<file path="src/rtl/prio_nest_ctrl.sv">
module prio_nest_ctrl #(
  parameter int N_SRC     = 8,
  parameter int LVLW      = 4,
  parameter int STK_DEPTH = 16
) (
  input  logic                      clk,
  input  logic                      rst_n,
  input  logic [N_SRC-1:0]          req_i,
  input  logic [N_SRC-1:0]          src_en_i,
  input  logic [N_SRC*LVLW-1:0]     src_lvl_i,
  input  logic [N_SRC-1:0]          pec_en_i,
  input  logic                      psw_wr_i,
  input  logic [LVLW-1:0]           psw_lvl_i,
  input  logic                      psw_gie_i,
  input  logic                      hw_trap_i,
  input  logic                      sw_trap_i,
  input  logic                      reti_i,
  output logic                      ack_o,
  output logic [$clog2(N_SRC)-1:0]  ack_idx_o,
  output logic                      pec_o,
  output logic                      wake_o,
  output logic [LVLW-1:0]           lvl_o,
  output logic                      gie_o,
  output logic                      stk_err_o
);
  localparam int IW  = $clog2(N_SRC);
  localparam int SPW = $clog2(STK_DEPTH + 1);
  localparam int SAW = $clog2(STK_DEPTH);
  localparam logic [LVLW-1:0] LMAX = '1;

  logic [LVLW-1:0]  lvl_q;
  logic             gie_q;
  logic [N_SRC-1:0] pend_q;
  logic [SPW-1:0]   sp_q;
  logic [LVLW:0]    stk_q [STK_DEPTH];
  logic             err_q;

  logic             found;
  logic [IW-1:0]    win_idx;
  logic [LVLW-1:0]  win_lvl;
  logic [N_SRC-1:0] zero_lvl;

  for (genvar g = 0; g < N_SRC; g++) begin : g_zero
    assign zero_lvl[g] = (src_lvl_i[g*LVLW +: LVLW] == '0);
  end

  always_comb begin
    found   = 1'b0;
    win_idx = '0;
    win_lvl = '0;
    for (int i = N_SRC - 1; i >= 0; i--) begin
      if (pend_q[i] && src_en_i[i] && !zero_lvl[i] &&
          src_lvl_i[i*LVLW +: LVLW] >= win_lvl) begin
        found   = 1'b1;
        win_idx = IW'(i);
        win_lvl = src_lvl_i[i*LVLW +: LVLW];
      end
    end
  end

  logic busy, take, to_pec, push, pop, full, empty;
  assign busy   = hw_trap_i | sw_trap_i | reti_i | psw_wr_i;
  assign take   = found && gie_q && (win_lvl > lvl_q) && !busy;
  assign to_pec = take && win_lvl[LVLW-1] && pec_en_i[win_idx];
  assign push   = hw_trap_i | sw_trap_i | (take & ~to_pec);
  assign pop    = reti_i & ~hw_trap_i & ~sw_trap_i;
  assign full   = (sp_q == SPW'(STK_DEPTH));
  assign empty  = (sp_q == '0);

  always_ff @(posedge clk) begin
    if (push && !full) stk_q[SAW'(sp_q)] <= {gie_q, lvl_q};
  end

  always_ff @(posedge clk) begin
    if (!rst_n) begin
      lvl_q     <= '0;
      gie_q     <= 1'b0;
      pend_q    <= '0;
      sp_q      <= '0;
      err_q     <= 1'b0;
      ack_o     <= 1'b0;
      ack_idx_o <= '0;
      pec_o     <= 1'b0;
    end else begin
      ack_o     <= take;
      ack_idx_o <= take ? win_idx : '0;
      pec_o     <= to_pec;
      pend_q    <= (pend_q & ~(take ? (N_SRC'(1) << win_idx) : '0)) | (req_i & src_en_i);
      if (push) begin
        if (full) err_q <= 1'b1;
        else      sp_q  <= sp_q + 1'b1;
      end else if (pop) begin
        if (empty) err_q <= 1'b1;
        else begin
          {gie_q, lvl_q} <= stk_q[SAW'(sp_q - 1'b1)];
          sp_q           <= sp_q - 1'b1;
        end
      end
      if (hw_trap_i)                      lvl_q <= LMAX;
      else if (!sw_trap_i && !reti_i && psw_wr_i) begin
        lvl_q <= psw_lvl_i;
        gie_q <= psw_gie_i;
      end else if (take && !to_pec && !sw_trap_i) lvl_q <= win_lvl;
    end
  end

  assign wake_o    = |(pend_q & src_en_i & zero_lvl);
  assign lvl_o     = lvl_q;
  assign gie_o     = gie_q;
  assign stk_err_o = err_q;

  a_r3_ack_raises_level: assert property (@(posedge clk) disable iff (!rst_n)
    ack_o && !pec_o |-> lvl_q > $past(lvl_q));
  a_r5_pec_keeps_state: assert property (@(posedge clk) disable iff (!rst_n)
    pec_o |-> lvl_q == $past(lvl_q) && sp_q == $past(sp_q));
  a_r6_trap_max_level: assert property (@(posedge clk) disable iff (!rst_n)
    hw_trap_i |=> lvl_q == LMAX);
  a_r7_swtrap_keeps_level: assert property (@(posedge clk) disable iff (!rst_n)
    sw_trap_i && !hw_trap_i |=> $stable(lvl_q));
  a_r9_gie_blocks: assert property (@(posedge clk) disable iff (!rst_n)
    !gie_q |=> !ack_o && !pec_o);
  a_r10_err_sticky: assert property (@(posedge clk) disable iff (!rst_n)
    err_q |=> err_q);
  a_r2_idx_zero_idle: assert property (@(posedge clk) disable iff (!rst_n)
    !ack_o |-> ack_idx_o == '0 && !pec_o);
endmodule

</file>
<file path="config.mk">
export PLATFORM = sky130hd
export DESIGN_NAME = prio_nest_ctrl
export DESIGN_NICKNAME = d
export VERILOG_FILES = /design/src/rtl/prio_nest_ctrl.sv
export SDC_FILE = /design/constraint.sdc
export NUM_CORES = 1
export LEC_CHECK = 0
export BUFFER_PORTS_ARGS = -buffer_cell sky130_fd_sc_hd__buf_2
export CAP_MARGIN = 20
export CORE_ASPECT_RATIO = 1.5
export CORE_UTILIZATION = 55
export CTS_CLUSTER_DIAMETER = 120
export DETAILED_ROUTE_END_ITERATION = 8
export PLACE_DENSITY = 0.78
export SLEW_MARGIN = 20
export SYNTH_ARGS = -nofsm -noshare
export SYNTH_HDL_FRONTEND = slang
export SYNTH_SLANG_ARGS = --single-unit
</file>
<file path="constraint.sdc">
create_clock -name clk -period 14 [get_ports clk]
set_input_delay 0 -clock clk [delete_from_list [all_inputs] [get_ports clk]]
set_output_delay 0 -clock clk [all_outputs]
set_load 0.02 [all_outputs]
</file>
=== Yosys cells after proc, flatten, opt, wreduce, memory -nomap -nowiden ===
Memory sizes are Yosys's and may differ from the RTL's.
Index checks and enable logic that the tools add are counted.

* Word-level logic and storage cells: 156
* Input port bits: 67
* Memory bits (read-only): 0
* Latch bits: 0
* Flip-flop bits (word level): 24
* RAM bits: 80
* Output and inout bits: 12
* Memories kept: 1

* Equal/unequal tests: 6
* Reduce and logical (&&, ||, !) cells: 64
* $add $sub $neg: 2
* Shift operators: 1
* Muxes and demuxes: 48
* $lt $le $gt $ge: 10
* Divide/modulo/power cells: 0
* Multipliers: 0
* Bitwise gates (word level): 16

{| class="wikitable"
|+ Memories
! name !! depth !! bits a word !! read ports !! clocked after Yosys merged registers in !! wr ports !! RTL line !! source
|-
| stk_q || 16 || 5 || 1 || 0 || 1 || 35 || <nowiki>logic [LVLW:0] stk_q [STK_DEPTH];</nowiki>
|}

{| class="wikitable"
|+ Operator list
! operator !! count
|-
| 4-bit two-way mux || 14
|-
| 1-bit logical AND || 34
|-
| 8-bit AND || 4
|-
| 4-bit logical NOT || 8
|-
| 4-bit >= comparator || 7
|-
| 3-bit two-way mux || 8
|-
| 1-bit two-way mux || 20
|-
| 5-bit two-way mux || 4
|-
| 1-bit logical NOT || 13
|-
| 3-bit AND reduction || 3
|-
| 8-bit two-way mux || 1
|-
| 4-bit by 2-bit inequality test with 1-bit output, second input constant || 2
|-
| 8-bit NOT || 1
|-
| 8-bit OR || 1
|-
| 8-bit OR reduction || 1
|-
| 1-bit by 3-bit << shifter with 8-bit output, first input constant || 1
|-
| 5-bit by 1-bit adder with 5-bit output, second input constant || 1
|-
| 5-bit equality test, second input constant || 1
|-
| 5-bit logical NOT || 1
|-
| 5-bit by 1-bit subtractor with 5-bit output, second input constant || 1
|-
| 4-bit by 1-bit >= comparator with 1-bit output, second input constant || 1
|-
| 4-bit > comparator || 1
|-
| 3-bit by 4-bit < comparator with 1-bit output, second input constant || 1
|-
| 2-bit inequality test, second input constant || 2
|-
| 8 further kinds || 16
|}

=== Depth between registers and ports, before layout ===
Gate-level depths: netlist (run 1).

* Depth after elaboration: 38
* Mapped depth: 68
* Depth with buffers taken out: 66

=== Worst setup path after synthesis (run 1) ===
Ideal clock, no wire load.

* Path kind: reg2reg
* Start: register pend_q[7]
* End: memory stk_q[7][0] (netlist bit), enable pin
* Setup time: 0.381 ns
* Buffers on the path: 3
* Clock period less this slack: 12.203 ns
* Setup slack: 1.797 ns
* Required time: 13.619 ns
* Stages on the path, launching flop included: 64
* Data arrival time: 11.822 ns
* Path through: dfxtp_1 nand3_1 ha_1 o211ai_1 o21ai_4 nand2_1 a21oi_1 inv_1 ha_1 nand2b_1 o2bb2ai_1 o21a_1 or4_1 nand2_1 o2bb2ai_1 inv_1 ha_1 o211a_1 (+28 left out) o21ai_0 ha_1 nand2b_1 a21o_1 a21o_1 a21oi_1 or3_1 clkbuf_1 nand2_1 o21ai_0 ha_1 nand4_1 o2111ai_1 a31oi_1 o31a_1 a211oi_4 buf_6 nor4_1

* Cells in the longest elaborated chain, start to end: 36
* Elaborated cells on any way between the ends: 55
* Those cells by class: 8 x order compare; 28 x mux; 3 x bitwise; 16 x reduce/logical

{| class="wikitable"
|+ RTL lines
! element !! RTL line !! source
|-
| start: declaration || 33 || <nowiki>logic [N_SRC-1:0] pend_q;</nowiki>
|-
| start signal: assignment || 88 || <nowiki>pend_q <= (pend_q & ~(take ? (N_SRC'(1) << win_idx) : '0)) | (req_i & src_en_i);</nowiki>
|-
| 1-bit logical AND (*) (3 in a row) || 52 || <nowiki>if (pend_q[i] && src_en_i[i] && !zero_lvl[i] &&</nowiki>
|-
| 4-bit two-way mux || 52 ||
|-
| 4-bit >= comparator || 53 || <nowiki>src_lvl_i[i*LVLW +: LVLW] >= win_lvl) begin</nowiki>
|-
| 1-bit logical AND || 52 ||
|-
| 4-bit two-way mux || 52 ||
|-
| 4-bit >= comparator || 53 ||
|-
| 1-bit logical AND || 52 ||
|-
| 4-bit two-way mux || 52 ||
|-
| (+16 left out) || n/a ||
|-
| 1-bit logical AND (2 in a row) || 63 || <nowiki>assign take = found && gie_q && (win_lvl > lvl_q) && !busy;</nowiki>
|-
| 1-bit logical AND (2 in a row) || 64 || <nowiki>assign to_pec = take && win_lvl[LVLW-1] && pec_en_i[win_idx];</nowiki>
|-
| 1-bit NOT || 65 || <nowiki>assign push = hw_trap_i | sw_trap_i | (take & ~to_pec);</nowiki>
|-
| 1-bit AND (*) || 65 ||
|-
| 1-bit OR (*) || 65 ||
|-
| 1-bit logical AND (*) || 71 || <nowiki>if (push && !full) stk_q[SAW'(sp_q)] <= {gie_q, lvl_q};</nowiki>
|-
| 1-bit two-way mux (*) || 71 ||
|-
| 1-bit two-way mux (not written as such) (*) || 71 ||
|-
| end: declaration || 35 ||
|}

Every way passes the cells marked *; elsewhere a longest branch is shown, timed or not. The select of a mux whose other input is x is not followed.

=== Worst setup path after layout (run 1) ===
* Start: register pend_q[7]
* End: memory stk_q[3][4] (netlist bit), enable pin

Same word-level chain as after synthesis.

==> results of run 1 <==
==> layer usage <==
| layer | up-vias | GRT usage [%] | routed length (um) |
|---|---|---|---|
| met5 | - | 0 | 0 |
| met4 | 0 | 22.0 | 1270 |
| met3 | 82 | 5.99 | 1050 |
| met2 | 273 | 52.7 | 9130 |
| met1 | 2500 | 34.1 | 6190 |
| li1 | 2401 | - | - |
==> cell usage after synthesis (all sizes together) (7+ instances only) <==
cell	number
and3	19
nor3	16
inv	33
a21oi	30
mux2i	7
o21ai	28
nor2	35
and2	14
o211ai	9
nand3	20
o31ai	7
dfxtp	24
mux4	23
or4	9
nand2	44
ha	28
o2111ai	8
nand4	7
clkbuf	13
edfxtp	80
nand2b	7
==> worst paths after layout <==
| kind | depth (start not counted) | to | slack, ns |
|---|---|---|---|
| worst max register to register | 63 | stk_q[3][4]$_DFFE_PP_ | 0.89 |
| worst min register to register | 2 | pend_q[0]$_SDFF_PN0_ | 0.50 |
| worst max-delay path | 63 | stk_q[3][4]$_DFFE_PP_ | 0.89 |
| worst min-delay path | 3 | lvl_o[1]$_SDFFE_PN0P_ | 0.03 |
==> timing repair <==
action,CTS,global route
hold endpoints to repair,12,0
hold buffers,18,0
buffers inserted,0,5
setup endpoints to repair,0,90
resized for setup,0,16
==> cell families (layout without fill, tap and decap cells) <==
kind of cell / Yosys count / after routing / synth area share, %
AOI/OAI and AO/OA: 146 / 147 / 17.9
xor gates and xnor gates: 2 / 2 / 0.279
adders and majority gates: 28 / 28 / 5.57
buffers and inverters: 50 / 151 / 3.18
DFF: 104 / 104 / 45.8
muxes: 36 / 36 / 10.4
other: 0 / 1 / 0
and+or+nand+nor: 197 / 197 / 16.8
==> critical path, delay by kind of cell, from the launching register on <==
family          cells  cell delay, ns
buf+inv             3            0.20
mux                 1            0.41
flops               1            0.41
simple gates       18            3.17
compound gates     33            6.38
fa+ha+maj           8            2.27
==> state kept, by name, indices dropped and copies added, names as in the netlist <==
signal,flops
pec_o,1
gie_o,1
lvl_o,4
ack_o,1
stk_err_o,1
ack_idx_o,3
sp_q,5
pend_q,8
stk_q,80
==> power breakdown <==
part | internal, W | switching (W) | total [W]
clock network | 0.000154 | 0.000106 | 0.000260
registers | 0.000353 | 0.0000166 | 0.000369
logic | 0.0000971 | 0.000128 | 0.000225
total | 0.000604 | 0.000251 | 0.000855
==> metrics by stage <==
stage | utilization (%) | setup slack (ns) | hold slack, ns | area [sq um]
floorplan | - | 1.80 | 0.119 | 6290
global placement | 61.5 | 0.608 | 0.249 | 6800
detailed placement | 61.5 | 0.191 | 0.253 | 6800
CTS | 65.9 | 0.144 | 0.0165 | 7290
global route | 67.1 | 0.0110 | 0.0224 | 7410
finish | 67.1 | 0.887 | 0.0323 | 7410
==> final cells by class <==
cell class,instances,area [sq um],share of cell area (%)
Sequential cell,104,2880,38.9
Tap cell,147,184,2.48
Timing Repair Buffer,102,628,8.47
Antenna cell,1,2.50,0.0337
Clock inverter,3,45.0,0.607
Clock buffer,13,270,3.64
Multi-Input combinational cell,410,3280,44.2
Inverter,33,124,1.67
==> flow_summary_export.csv, run 1 <==
group,metric,value,unit
critical_path,worst_setup_path_end_kind,"flip-flop",
timing,fmax,0.0763,GHz
final_layout,drive_gt1_share,25.7,%
synthesis,ys_seq_area_share,45.8,%
critical_path,critPathLaunch,"pend_q[7]$_SDFF_PN0_",
routing,ant_nets,0,
synthesis,syn_area,0.00629,sq mm
power_and_ir_drop,worst_ir_drop_vdd,0.139,mV
min_path,hold_class,"in2reg",
clocking,cts_root_buffer,"clkbuf_16",
synthesis,synth_cells,563,
placed_design,numPortBuffers,78,
global_routing,grt_max_degree,29,
synthesis,synth_top_flop_cell,"edfxtp_1",
power_and_ir_drop,p_total,0.000855,W
die,start_util,56.9,%
placed_design,dp_cells,772,
synthesis,synth_warnings,0,
synthesis,synth_edf_count,80,
placed_design,place_hpwl,13000,um
timing,slew_viol_final,0,
synthesis,synth_area_leaders,"edfxtp_1 38%, mux4_2 8.2%, dfxtp_1 7.6%, ha_1 5.6%, nand2_1 2.6%",
global_routing,grt_pass1_wl,26900,um
routing,first_iter_violations,311,
run,drv_cap,0,
synthesis,yosys.area.top_type,"edfxtp_1",
critical_path,path_max_fanout,10,
global_routing,grt_pass1_vias,5276,
clocking,clkTransAtPathRegs,0.07,ns
final_layout,final_nets,755,
clocking,cts_htree_levels,3,
timing,worst_slew_margin_rel,35.0,%
global_routing,grt_use_total,31.2,%
routing,totalWireLength,17600,um
timing,finalSetupViolations,0,
die,fp.dieH,133,um
timing,hold_viol,0,
routing,viasPerCell,6.46,
min_path,min_from,"psw_lvl_i[1]",
clocking,cts_sinks,104,
critical_path,start_kind,"flip-flop",
final_layout,fill_cells,834,
power_and_ir_drop,cellPowerDensity,115,mW/mm^2
timing,finalCritPeriodShare,93.7,%
timing,timing.final.crit_period,13.11,ns
global_routing,grt_antenna_before_repair,2,
die,fp.dieW,89.3,um
routing,avgRoutedWirePerCell,21.7,um
synthesis,synth-async-reset-ratio,0,%
global_routing,grt_overflow,0,
critical_path,worstSetupPathType,"reg2reg",
final_layout,area_delta_synth_final,17.9,%
routing,num_vias,5256,
timing,worstMarginPinSlew,0.975,ns
critical_path,crit_arrival,13.19,ns
final_layout,final_cells,813,
synthesis,yosysTopAreaCellShare,38.2,%
die,num_rows,47,
critical_path,crit_top_cell,"ha_1",
power_and_ir_drop,leakage,2.83,nW
routing,firstDrtPassIters,5,
die,die_area,0.0119,sq mm
timing,skew,0.00815,ns
timing,tns,0,ns
final_layout,layout_common_cells,"80 x edfxtp_1, 78 x buf_2, 43 x nand2_1",
synthesis,avgSynthCellArea,11.2,sq um
critical_path,crit_slowest_cell,"a211oi_4",
die,io_pins,79,
clocking,clockBufferDepth,2,
clocking,clk-insertion-delay-late,0.35,ns
critical_path,max_stage_delay,0.49,ns
final_layout,final_common_cell,"edfxtp_1",
synthesis,syn_nets,658,
clocking,cts_tree,"done",
synthesis,ys_types,80,
clocking,numCtsBuffers,9,
synthesis,ys_seq_elements,104,
outcome,status,"completed",
critical_path,timing.rr.start,"pend_q[7]$_SDFF_PN0_",
die,core-area,0.0111,sq mm
timing,rsz0062_at_grt,"no",
critical_path,critPathRequiredTime,14.08,ns
routing,drc,0,
placed_design,place.gp.congestion,0.949,
Power figures use the tool's default switching activity.
==> run 2: changes to the inputs <==
--- a/config.mk
+++ b/config.mk
@@ -5,6 +5,7 @@
 export SDC_FILE = /design/constraint.sdc
 export NUM_CORES = 1
 export LEC_CHECK = 0
+export ABC_AREA = 1
 export BUFFER_PORTS_ARGS = -buffer_cell sky130_fd_sc_hd__buf_2
 export CAP_MARGIN = 20
 export CORE_ASPECT_RATIO = 1.5
==> run 2 against run 1 <==
  * Core utilization fell by 1.1 points
  * Final cell count rose by 18%
  * Area after synthesis fell by 3.4%
  * Register-to-register slack gained 2.1 ns
  * Global-route usage is 2.3 points lower
  * Cell area is 5.3% lower
  * Sequential share of layout area up 2.2 points
  * Worst hold slack barely moved
  * Flip-flop and latch count stayed put
  * Maximum frequency grew 19%
  * Synthesized cell count increased by 29%
  * Combinational power is essentially flat
  * Critical endpoint is now stk_q[8][0]$_DFFE_PP_
==> flow_summary_export.csv, run 2 <==
group,metric,value,unit
routing,ant_nets,0,
clocking,cts_tree,"done",
timing,finalCritPeriodShare,78.6,%
clocking,cts_resized,0,
clocking,cts_sinks,104,
power_and_ir_drop,worst_ir_drop_vdd,0.0730,mV
clocking,numCtsBuffers,9,
global_routing,grt_antenna_before_repair,0,
synthesis,ys_seq_elements,104,
synthesis,yosys.area_share.simple,26.0,%
synthesis,synth_top_flop_cell,"edfxtp_1",
critical_path,worst_setup_path_end_kind,"flip-flop",
synthesis,synth_fa_ha_area_share,5.77,%
placed_design,place_hpwl,11800,um
outcome,status,"completed",
timing,hold_viol,0,
global_routing,grt_pass1_wl,24900,um
synthesis,yosysTopAreaCellShare,39.5,%
routing,viasPerCell,5.67,
timing,rsz0062_at_grt,"no",
placed_design,numPortBuffers,78,
synthesis,yosys-top-cells-count,"129 x nand2_1, 92 x nor2_1, 89 x o21ai_0",
synthesis,synth_cells,725,
routing,avgRoutedWirePerCell,16.5,um
final_layout,final_nets,910,
die,core-area,0.0106,sq mm
final_layout,final_cells,963,
timing,tns,0,ns
synthesis,synth-async-reset-ratio,0,%
final_layout,largest_reg_flops,80,
placed_design,dp_cells,930,
die,io_pins,79,
synthesis,ys_types,36,
timing,skew,0.00602,ns
routing,drc,0,
clocking,clk-insertion-delay-late,0.35,ns
die,num_rows,46,
final_layout,reg.largest.list,"stk_q: 80 flops, pend_q: 8 flops, sp_q: 5 flops",
routing,totalWireLength,15900,um
synthesis,synth_edf_count,80,
critical_path,path_buf_inv,8,
run,drv_cap,0,
global_routing,grt_overflow,0,
placed_design,pre_cts_slack,3.11,ns
critical_path,path_max_fanout,12,
global_routing,grt_max_degree,45,
clocking,clkTransAtPathRegs,0.07,ns
clocking,cts_htree_levels,3,
final_layout,top_register,"stk_q",
min_path,hold_class,"in2reg",
synthesis,synth_compound_area_share,13.5,%
synthesis,synth_most_common_cell,"nand2_1",
final_layout,drive_gt1_share,17.3,%
final_layout,layout_common_cells,"129 x nand2_1, 92 x nor2_1, 89 x o21ai_0",
synthesis,synth_top_family_by_area,"simple AND/OR/NAND/NOR gates",
die,die_area,0.0115,sq mm
timing,slew_viol_final,0,
final_layout,antenna_cells,0,
clocking,clockBufferDepth,2,
critical_path,crit_arrival,10.98,ns
die,fp.dieW,87.8,um
final_layout,area_delta_synth_final,15.6,%
final_layout,final_common_cell,"nand2_1",
synthesis,ys_seq_area_share,47.4,%
synthesis,synth_warnings,0,
global_routing,grt_pass1_vias,5315,
critical_path,start_kind,"flip-flop",
synthesis,yosys.area.top_type,"edfxtp_1",
timing,finalHoldWorstSlack,0.0328,ns
synthesis,muxShareOfSynthArea,0,%
critical_path,crit_slowest_cell,"nor3_1",
critical_path,crit_top_cell,"nand2_1",
critical_path,rrSetupSlack,2.99,ns
timing,finalSetupViolations,0,
critical_path,cpLargestDelayFamily,"simple AND/OR/NAND/NOR gates",
timing,fmax,0.0909,GHz
synthesis,syn_area,0.00608,sq mm
timing,timing.final.crit_period,11.01,ns
synthesis,synth_area_leaders,"edfxtp_1 40%, nand2_1 8.0%, dfxtp_1 7.9%, o21ai_0 7.3%, ha_1 5.8%",
die,fp.dieH,131,um
synthesis,syn_nets,820,
critical_path,max_stage_delay,0.65,ns
timing,worstMarginPinSlew,0.863,ns
die,start_util,57.1,%
global_routing,grt_use_total,28.9,%
timing,worst_slew_margin_rel,42.4,%
power_and_ir_drop,leakage,3.07,nW
synthesis,avgSynthCellArea,8.38,sq um
critical_path,critPathRequiredTime,13.98,ns
routing,first_iter_violations,372,
synthesis,yosys.area_share.xor_xnor,0.577,%
timing,timing.final.ws_setup,2.99,ns
power_and_ir_drop,cellPowerDensity,119,mW/mm^2
routing,num_vias,5463,
critical_path,worstSetupPathType,"reg2reg",
placed_design,place.gp.congestion,0.970,
routing,firstDrtPassIters,7,
clocking,cts_root_buffer,"clkbuf_16",
run 2: cell types whose count changed after synthesis, moves of 19 or more:
cell / previous run / this run
mux4_2: 23 / 0
nor2_1: 35 / 92
o21ai_0: 24 / 89
inv_1: 33 / 82
and3_1: 19 / 0
nand3_1: 19 / 51
nand2_1: 43 / 129
nand2_2: 0 / 19
run 2: metal layers:
metal	track usage (%)	routed length, um	share of wire, %
met2	53.5	8500	54
met5	0	0	0
met4	16.7	760	4.8
met1	30.7	5800	37
met3	4.15	816	5.1
run 2: cells by family after synthesis:
group | count (synthesis)
adders and majority gates | 28
and+or+nand+nor | 340
AOI/OAI and AO/OA | 144
buffers and inverters | 105
DFF | 104
xor gates and xnor gates | 4
run 2: path summary, 6_finish.rpt:
path / cells after the start / startpoint / endpoint
min reg2reg: 2 / stk_err_o$_SDFFE_PN0P_ / stk_err_o$_SDFFE_PN0P_
min: 5 / psw_lvl_i[0] / lvl_o[0]$_SDFFE_PN0P_
max reg2reg: 76 / pend_q[7]$_SDFF_PN0_ / stk_q[8][0]$_DFFE_PP_
max: 76 / pend_q[7]$_SDFF_PN0_ / stk_q[8][0]$_DFFE_PP_
run 2: tightest hold or removal path, cell delays in order:
cell     delay [ns]
buf_2          0.08
nand2_1        0.04
nand2_1        0.05
nor2_1         0.04
a21oi_1        0.13
run 2: report_power, final:
part,total (W),switching [W],internal [W]
combinational,0.000228,0.000151,0.0000769
clock,0.000234,0.000113,0.000121
sequential,0.000373,0.0000180,0.000355
run 2: per-stage QoR:
| step | util, % | power, W | area [sq um] |
|---|---|---|---|
| 5_1_grt | 66.0 | 0.000873 | 7020 |
| 3_3_place_gp | 61.7 | 0.000592 | 6570 |
| 3_5_place_dp | 61.7 | 0.000598 | 6570 |
| 6_report | 66.0 | 0.000834 | 7020 |
| 4_1_cts | 66.0 | 0.000832 | 7020 |
| 2_1_floorplan | - | 0.000526 | 6080 |
run 2: what timing repair did:
item | in CTS | in global routing
endpoints found under the hold margin | 14 | 0
hold buffers | 18 | 0
setup buffers | 0 | 0
run 2: layout make-up:
type | count | area [sq um]
well taps | 144 | 180
clock buffers | 9 | 225
flip-flops and latches | 104 | 2880
multi-input cells | 516 | 2780
clock inverters | 6 | 43.8
fillers | 905 | 3620
inverters | 86 | 323
repair buffers | 98 | 586
